### config.mk
export PLATFORM = sky130hd
export DESIGN_NAME = page_override_unit
export DESIGN_NICKNAME = d
export VERILOG_FILES = /design/src/rtl/page_override_unit.sv
export SDC_FILE = /design/constraint.sdc
export NUM_CORES = 1
export LEC_CHECK = 0
export CAP_MARGIN = 0
export CORE_MARGIN = 2
export CORE_UTILIZATION = 33
export DETAILED_ROUTE_END_ITERATION = 6
export PLACE_DENSITY = 0.87
export SLEW_MARGIN = 0
export SYNTH_ARGS = -nofsm -noshare
export SYNTH_HDL_FRONTEND = slang
export SYNTH_SLANG_ARGS = --single-unit
### constraint.sdc
create_clock -name clk -period 4.8 [get_ports clk]
set_clock_uncertainty 0.2 [all_clocks]
set_input_delay 0.48 -clock clk [delete_from_list [all_inputs] [get_ports clk]]
set_output_delay 0.48 -clock clk [all_outputs]
set_load 0.01 [all_outputs]
### src/rtl/page_override_unit.sv
module page_override_unit #(
  parameter int PW = 10,
  parameter int AW = 16,
  parameter int CW = 2
) (
  input  logic             clk,
  input  logic             rst_n,
  input  logic             issue,
  input  logic [PW-1:0]    issue_page,
  input  logic [CW-1:0]    issue_len,
  input  logic             retire,
  input  logic             mode_ext,
  input  logic [AW-1:0]    laddr,
  input  logic [PW-1:0]    pg_reg0,
  input  logic [PW-1:0]    pg_reg1,
  input  logic [PW-1:0]    pg_reg2,
  input  logic [PW-1:0]    pg_reg3,
  input  logic             trap_b,
  output logic [PW+AW-3:0] paddr,
  output logic             lock
);
  localparam int OW = AW - 2;
  localparam int NW = CW + 1;

  logic [NW-1:0] cnt;
  logic [PW-1:0] ovr_page;
  logic [PW-1:0] reg_page;
  logic          active;

  always_ff @(posedge clk) begin
    if (!rst_n) begin
      cnt      <= '0;
      ovr_page <= '0;
    end else if (trap_b) begin
      cnt <= '0;
    end else if (issue) begin
      cnt      <= {1'b0, issue_len} + NW'(1);
      ovr_page <= issue_page;
    end else if (retire && cnt != '0) begin
      cnt <= cnt - NW'(1);
    end
  end

  always_comb begin
    case (laddr[AW-1:AW-2])
      2'd0:    reg_page = pg_reg0;
      2'd1:    reg_page = pg_reg1;
      2'd2:    reg_page = pg_reg2;
      default: reg_page = pg_reg3;
    endcase
  end

  assign active = (cnt != '0) && !trap_b;
  assign lock   = active;
  assign paddr  = {(active && mode_ext) ? ovr_page : reg_page, laddr[OW-1:0]};
endmodule


==> results of run 1 <==
kinds of logic after synthesis:
kind of cell / share of synthesized area, %
adders and majority gates: 3.602
AOI/OAI and AO/OA: 10.32
and+or+nand+nor: 13.32
xor gates and xnor gates: 0.8405
DFF: 24.97
muxes: 32.41
buffers and inverters: 14.52
power groups by stage:
stage               registers, mW  clock network, mW  logic (mW)
finish                      0.115             0.0703       0.127
global route                0.116             0.0789       0.138
CTS                         0.115             0.0721       0.129
detailed placement          0.118                  0       0.128
global placement            0.117                  0       0.124
floorplan                   0.117                  0      0.0642
metrics by stage:
step / worst slack [ns] / instance area, um^2 / instances / utilization (%)
2_1_floorplan: 2.447 / 1042 / 107 / -
3_3_place_gp: 1.363 / 1662 / 201 / 54.88
3_5_place_dp: 1.325 / 1662 / 201 / 54.88
4_1_cts: 1.323 / 1688 / 205 / 55.74
5_1_grt: 1.219 / 1688 / 205 / 55.74
6_report: 1.375 / 1688 / 205 / 55.74
state kept, by name, summed over array words and instances (netlist names):
| signal | flops |
|---|---|
| cnt | 3 |
| ovr_page | 10 |
cell type report:
type,count,area share (%)
inverter,4,0.8895
clock buffer,4,1.557
timing repair buffer,70,41.51
multi-input combinational,70,37.36
tap,44,3.262
sequential,13,15.42
final timing paths:
kind / depth (start not counted) / slack, ns / start / endpoint
hold reg to reg: 2 / 0.27 / ovr_page[8] / ovr_page[8]
setup reg to reg: 6 / 3.12 / cnt[0] / cnt[0]
hold / removal: 2 / 0.27 / ovr_page[8] / ovr_page[8]
setup / recovery: 4 / 1.37 / laddr[14] / paddr[16]
metal layers:
layer  GRT usage [%]  up-vias
li1                -      471
met1           17.66      468
met2           35.09       52
met3           5.411        6
met4           7.937        0
met5               0        -
synth_stat cells (2+ instances only):
cell                       number  area (um^2)
sky130_fd_sc_hd__o211ai_1       2        15.01
sky130_fd_sc_hd__clkbuf_1       4        15.01
sky130_fd_sc_hd__nor2b_1        2        12.51
sky130_fd_sc_hd__mux2_2        10        112.6
sky130_fd_sc_hd__and2_1         2        12.51
sky130_fd_sc_hd__ha_1           3        37.54
sky130_fd_sc_hd__a21oi_1        2        10.01
sky130_fd_sc_hd__dfxtp_1       13        260.3
sky130_fd_sc_hd__nand2b_1       2        12.51
sky130_fd_sc_hd__nand3b_1       2        15.01
sky130_fd_sc_hd__a21boi_0      10        75.07
sky130_fd_sc_hd__inv_1          4        15.01
sky130_fd_sc_hd__nand2_1       22        82.58
sky130_fd_sc_hd__mux4_2        10        225.2
sky130_fd_sc_hd__buf_4         14        105.1
cells in the final DEF (no fill, tap or decap):
cell type	synthesis	final
sky130_fd_sc_hd__a211oi_1	1	1
sky130_fd_sc_hd__a21boi_0	10	10
sky130_fd_sc_hd__a21oi_1	2	2
sky130_fd_sc_hd__and2_1	2	2
sky130_fd_sc_hd__clkbuf_1	4	1
sky130_fd_sc_hd__clkbuf_4	0	3
sky130_fd_sc_hd__clkdlybuf4s50_1	0	70
sky130_fd_sc_hd__dfxtp_1	13	13
sky130_fd_sc_hd__ha_1	3	3
sky130_fd_sc_hd__inv_1	4	4
sky130_fd_sc_hd__mux2_2	10	10
sky130_fd_sc_hd__mux4_2	10	10
sky130_fd_sc_hd__nand2_1	22	22
sky130_fd_sc_hd__nand2b_1	2	2
sky130_fd_sc_hd__nand3b_1	2	2
sky130_fd_sc_hd__nor2_1	1	1
sky130_fd_sc_hd__nor2b_1	2	2
sky130_fd_sc_hd__o211ai_1	2	2
sky130_fd_sc_hd__xnor2_1	1	1
worst reg2reg max path, stage by stage, from the launching register on:
cell and delay, ns:
sky130_fd_sc_hd__dfxtp_1 0.36, sky130_fd_sc_hd__inv_1 0.05, sky130_fd_sc_hd__ha_1 0.20, sky130_fd_sc_hd__ha_1 0.21, sky130_fd_sc_hd__nor2b_1 0.24, sky130_fd_sc_hd__xnor2_1 0.10
sky130_fd_sc_hd__a211oi_1 0.23
==> flow_metrics.py, run 1 <==
metrics = {
    "critical_path": {
        "end_kind": "output port",
        "cp_cell_sequence": "clkdlybuf4s50_1 -> mux4_2 -> mux2_2 -> clkdlybuf4s50_1",
        "crit_path_frequent_cell": "sky130_fd_sc_hd__clkdlybuf4s50_1",
        "criticalPathCategory": "primary input to output port",
        "crit_required_ns": 4.12,
        "critical_path_buf_inv_count": 2,
        "cpMaxStageDelayCell": "sky130_fd_sc_hd__clkdlybuf4s50_1",
        "worst_path_dominant_cell_family": "buffers and inverters",
        "delay_of_the_slowest_critical_path_stage_ns": 0.91,
        "crit_path_max_fanout": 10,
        "cp.arrival_ns": 2.75,
        "start_kind": "primary input",
    },
    "global_routing": {
        "grt_start_max_net_pins": 12,
        "grtUsageTotal_pct": 18.28,
        "grt_pass1_vias": 1062,
        "antenna_violations_before_repair": 0,
        "first_pass_grt_wire_length_mm": 4.733,
        "grt_remaining_overflow": 0,
    },
    "detailed_routing": {
        "drt-total-wl_mm": 3.191,
        "drc": 0,
        "detail_route.vias_per_cell": 4.863,
        "wirelength_met1_mm": 1.075,
        "detail_route.iter0.violations": 27,
        "detail-route-antenna-nets": 0,
        "topRoutingLayerUsed": "met4",
        "detailroute.via_count": 997,
        "routed-wl-met3_um": 266,
        "routed_wire_length_per_instance_um": 15.57,
        "detail_route.first_pass.iterations": 4,
        "route.met2.wl_mm": 1.774,
    },
    "sta": {
        "slew_viol_final": 0,
        "report.final.setup_viol": 0,
        "fmax_ghz": 0.2919,
        "timing.hold.ws_ns": 0.2701,
        "tightest_slew_ns": 0.8048,
        "layout_worst_path_cycle_share_pct": 71.36,
        "finalHoldViolations": 0,
        "min_period_ns": 3.425,
        "rsz_0062_raised_after_global_routing": "no",
        "finalSetupTns_ns": 0,
        "maxSlewHeadroom_pct": 46.23,
    },
    "floorplanning": {
        "io-pin-count": 99,
        "dieHeight_um": 60.20,
        "die_area_mm2": 0.003624,
        "rows": 20,
        "initial_utilization_pct": 34.42,
        "core_area_mm2": 0.003028,
        "die_width_um": 60.20,
    },
    "logic_synthesis": {
        "synth-main-ff-cell": "sky130_fd_sc_hd__dfxtp_1",
        "synth.yosys.warnings": 0,
        "count_of_cell_types_in_the_netlist": 20,
        "seq_area_frac_synth_pct": 24.97,
        "synth-seq-cells": 13,
        "mapped_nets": 184,
        "synth_edf_count": 0,
        "ys_async_sr_fraction_pct": 0,
        "postSynthAreaPerCell_um2": 9.741,
        "synthesis.area_mm2": 0.001042,
        "synth_cells": 107,
    },
    "power": {
        "power_per_cell_area_mw_per_mm2": 185.3,
        "report.power.total_uw": 312.7,
        "share_clk_of_total_power_pct": 22.5,
        "power.share.sequential_pct": 36.8,
        "power.combinational.fraction_pct": 40.7,
        "p_switching_uw": 79.63,
        "power_leakage_nw": 0.5928,
        "vdd_drop_max_v": 0.0001070,
        "internal_power_uw": 233.1,
        "power_switching_share_pct": 25.46,
    },
    "clocking": {
        "cts.repair_timing.setup_buffer_count": 0,
        "clk_root_buffer_cell": "sky130_fd_sc_hd__clkbuf_4",
        "cts.repair.resized": 0,
        "path_clk_slew_ns": 0.09,
        "depth_of_the_cts_h_tree": 1,
        "clk_latency_ns": 0.27,
        "cts_made_buffers": 3,
        "ctsLongestPathBuffers": 2,
        "clock_sinks": 13,
        "tritoncts": "done",
        "cts_hold_buffers": 0,
    },
    "placement": {
        "portBuffers": 70,
        "globalplace.congestion": 0.6829,
        "placed_wire_length_estimate_after_detailed_placement_mm": 2.637,
    },
    "status": {
        "outcome": "finished, final reports clean",
    },
    "job": {
        "max_cap_violations": 0,
    },
    "cells_and_area": {
        "insertedDiodeCount": 0,
        "ff_latch_area_um2": 260.3,
        "design.final.nets": 239,
        "drive_gt1_share_pct": 14.29,
        "multi_input_area_um2": 630.6,
        "nFillCells": 281,
        "layout-area-overhead-vs-synth_pct": 61.94,
    },
    "min_path": {
        "holdCritPathClass": "flop to flop",
    },
}
Power figures use the tool's default switching activity.
==> run 2: changes to the inputs <==
- CORE_UTILIZATION: 33 -> 27
- PLACE_DENSITY: 0.87 -> 0.76
- clock period: 4.8 -> 2.7 ns (I/O delays scaled with it)
==> run 2 against run 1 <==
Net effect: hold slack worse by 0.0062 ns; total power is 87% higher; die area rose by 21%; combinational power increased by 69%; non-clock buffer count increased by 4; critical path type is now flop to output port; largest power group unchanged; highest routed layer unchanged.
==> flow_metrics.py, run 2 (synthesis gave the netlist of run 1 again) <==
metrics = {
    "status": {
        "outcome": "finished, final reports clean",
    },
    "cells_and_area": {
        "number_of_flip_flops_in_the_largest_register": 10,
        "finish.utilization_pct": 47.29,
        "biggestRegsByFlops": "ovr_page x10, cnt x3",
        "insertedDiodeCount": 0,
        "layout-area-overhead-vs-synth_pct": 67.35,
        "final_common_cell": "sky130_fd_sc_hd__clkdlybuf4s50_1",
        "instances_no_fill": 213,
        "design.final.nets": 243,
        "drive_gt1_share_pct": 16.97,
        "most-common-layout-cells": "sky130_fd_sc_hd__clkdlybuf4s50_1, sky130_fd_sc_hd__nand2_1, sky130_fd_sc_hd__dfxtp_1",
        "nFillCells": 378,
        "regMostFlops": "ovr_page",
        "finish.instance_area_mm2": 0.001744,
    },
    "power": {
        "report.power.total_uw": 586.0,
        "power.share.sequential_pct": 35.1,
        "share_clk_of_total_power_pct": 28.1,
        "p_switching_uw": 131.7,
        "power_per_cell_area_mw_per_mm2": 335.9,
        "internal_power_uw": 454.3,
        "power_switching_share_pct": 22.47,
        "power_leakage_nw": 0.6399,
        "power.combinational.fraction_pct": 36.8,
        "vdd_drop_max_v": 0.0002328,
    },
    "placement": {
        "placed_wire_length_estimate_after_detailed_placement_mm": 2.346,
        "globalplace.congestion": 0.6836,
        "dp_worst_setup_slack_ns": 0.01575,
        "area_of_placed_instances_mm2": 0.001709,
        "portBuffers": 70,
        "place.detailed.instances": 209,
    },
    "min_path": {
        "holdCritPathClass": "flop to flop",
    },
    "critical_path": {
        "setup_slack_of_the_worst_register_to_register_path_ns": 1.02,
        "end_kind": "output port",
        "cp.arrival_ns": 2.07,
        "crit_path_max_fanout": 10,
        "crit_required_ns": 2.23,
        "start_kind": "flop",
        "criticalPathCategory": "flop to output port",
    },
    "clocking": {
        "clock_sinks": 13,
        "depth_of_the_cts_h_tree": 1,
        "path_clk_slew_ns": 0.05,
        "cts.repair_timing.setup_buffer_count": 0,
        "ctsLongestPathBuffers": 2,
        "cts_made_buffers": 3,
        "clk_root_buffer_cell": "sky130_fd_sc_hd__clkbuf_8",
        "tritoncts": "done",
        "clk_latency_ns": 0.23,
    },
    "sta": {
        "layout_worst_path_cycle_share_pct": 94.08,
        "layout_setup_ws_ns": 0.1599,
        "fmax_ghz": 0.3937,
        "min_period_ns": 2.540,
        "finalHoldViolations": 0,
        "finalSetupTns_ns": 0,
        "report.final.setup_viol": 0,
        "tightest_slew_ns": 0.6579,
        "maxSlewHeadroom_pct": 56.05,
        "rsz_0062_raised_after_global_routing": "no",
        "timing.hold.ws_ns": 0.2639,
        "slew_viol_final": 0,
    },
    "detailed_routing": {
        "detail_route.iter0.violations": 38,
        "routed_wire_length_per_instance_um": 12.65,
        "detail_route.first_pass.iterations": 3,
        "detail-route-antenna-nets": 0,
        "detailroute.via_count": 952,
        "drc": 0,
        "drt-total-wl_mm": 2.694,
        "detail_route.vias_per_cell": 4.469,
    },
    "global_routing": {
        "antenna_violations_before_repair": 0,
        "first_pass_grt_wire_length_mm": 4.140,
        "grt_remaining_overflow": 0,
        "grt_pass1_vias": 1021,
        "grt_start_max_net_pins": 12,
        "grtUsageTotal_pct": 12.39,
    },
    "floorplanning": {
        "core_area_mm2": 0.003689,
        "dieHeight_um": 66.13,
        "die_width_um": 66.13,
        "io-pin-count": 99,
        "initial_utilization_pct": 28.26,
        "rows": 22,
        "die_area_mm2": 0.004373,
    },
    "job": {
        "max_cap_violations": 0,
    },
}
## run 2: cell types whose count changed in the layout (fill, tap and decap cells not counted), sizes merged
cell	before	now
buf	0	4
dlygate4sd2	0	10
clkdlybuf4s50	70	60
## run 2: layout make-up
class                   count  area [um^2]  share of cell area (%)
clock buffers               4        45.04                   2.583
inverters                   4        15.01                  0.8608
multi-input cells          70        633.1                   36.30
flip-flops and latches     13        260.3                   14.92
well taps                  48        60.06                   3.443
repair buffers             74        730.7                   41.89
## run 2: power groups by stage
stage                     registers (mW)  clock network, mW  logic, mW
after floorplan                    0.208                  0      0.114
after global placement             0.209                  0      0.225
after detailed placement           0.210                  0      0.230
after CTS                          0.206              0.172      0.219
after global routing               0.206              0.183      0.234
final                              0.206              0.165      0.215
## run 2: worst paths after layout
| check | startpoint | endpoint | depth (start not counted) |
|---|---|---|---|
| worst max register to register | cnt[0] | cnt[0] | 6 |
| worst min register to register | ovr_page[8] | ovr_page[8] | 2 |
| worst min-delay path | ovr_page[8] | ovr_page[8] | 2 |
| worst max-delay path | cnt[0] | paddr[19] | 8 |
## run 2: critical path, cell delays in order (launching register included)
cell	delay [ns]
sky130_fd_sc_hd__dfxtp_1	0.34
sky130_fd_sc_hd__inv_1	0.05
sky130_fd_sc_hd__ha_1	0.19
sky130_fd_sc_hd__ha_1	0.21
sky130_fd_sc_hd__nor2_1	0.14
sky130_fd_sc_hd__and2_4	0.17
sky130_fd_sc_hd__buf_12	0.12
sky130_fd_sc_hd__mux2_2	0.33
sky130_fd_sc_hd__dlygate4sd2_1	0.28
## run 2: what timing repair did
item / in CTS / in global routing
resized for setup: 11 / 0
hold buffers: 0 / 0
setup endpoints to repair: 10 / 0
## run 2: per-layer routing
layer,wire [um],vias up,global-route usage [%]
met5,0,-,0
met4,11,0,2.551
met3,200,2,4.259
met2,1486,41,23.50
met1,996,433,13.05
li1,-,476,-
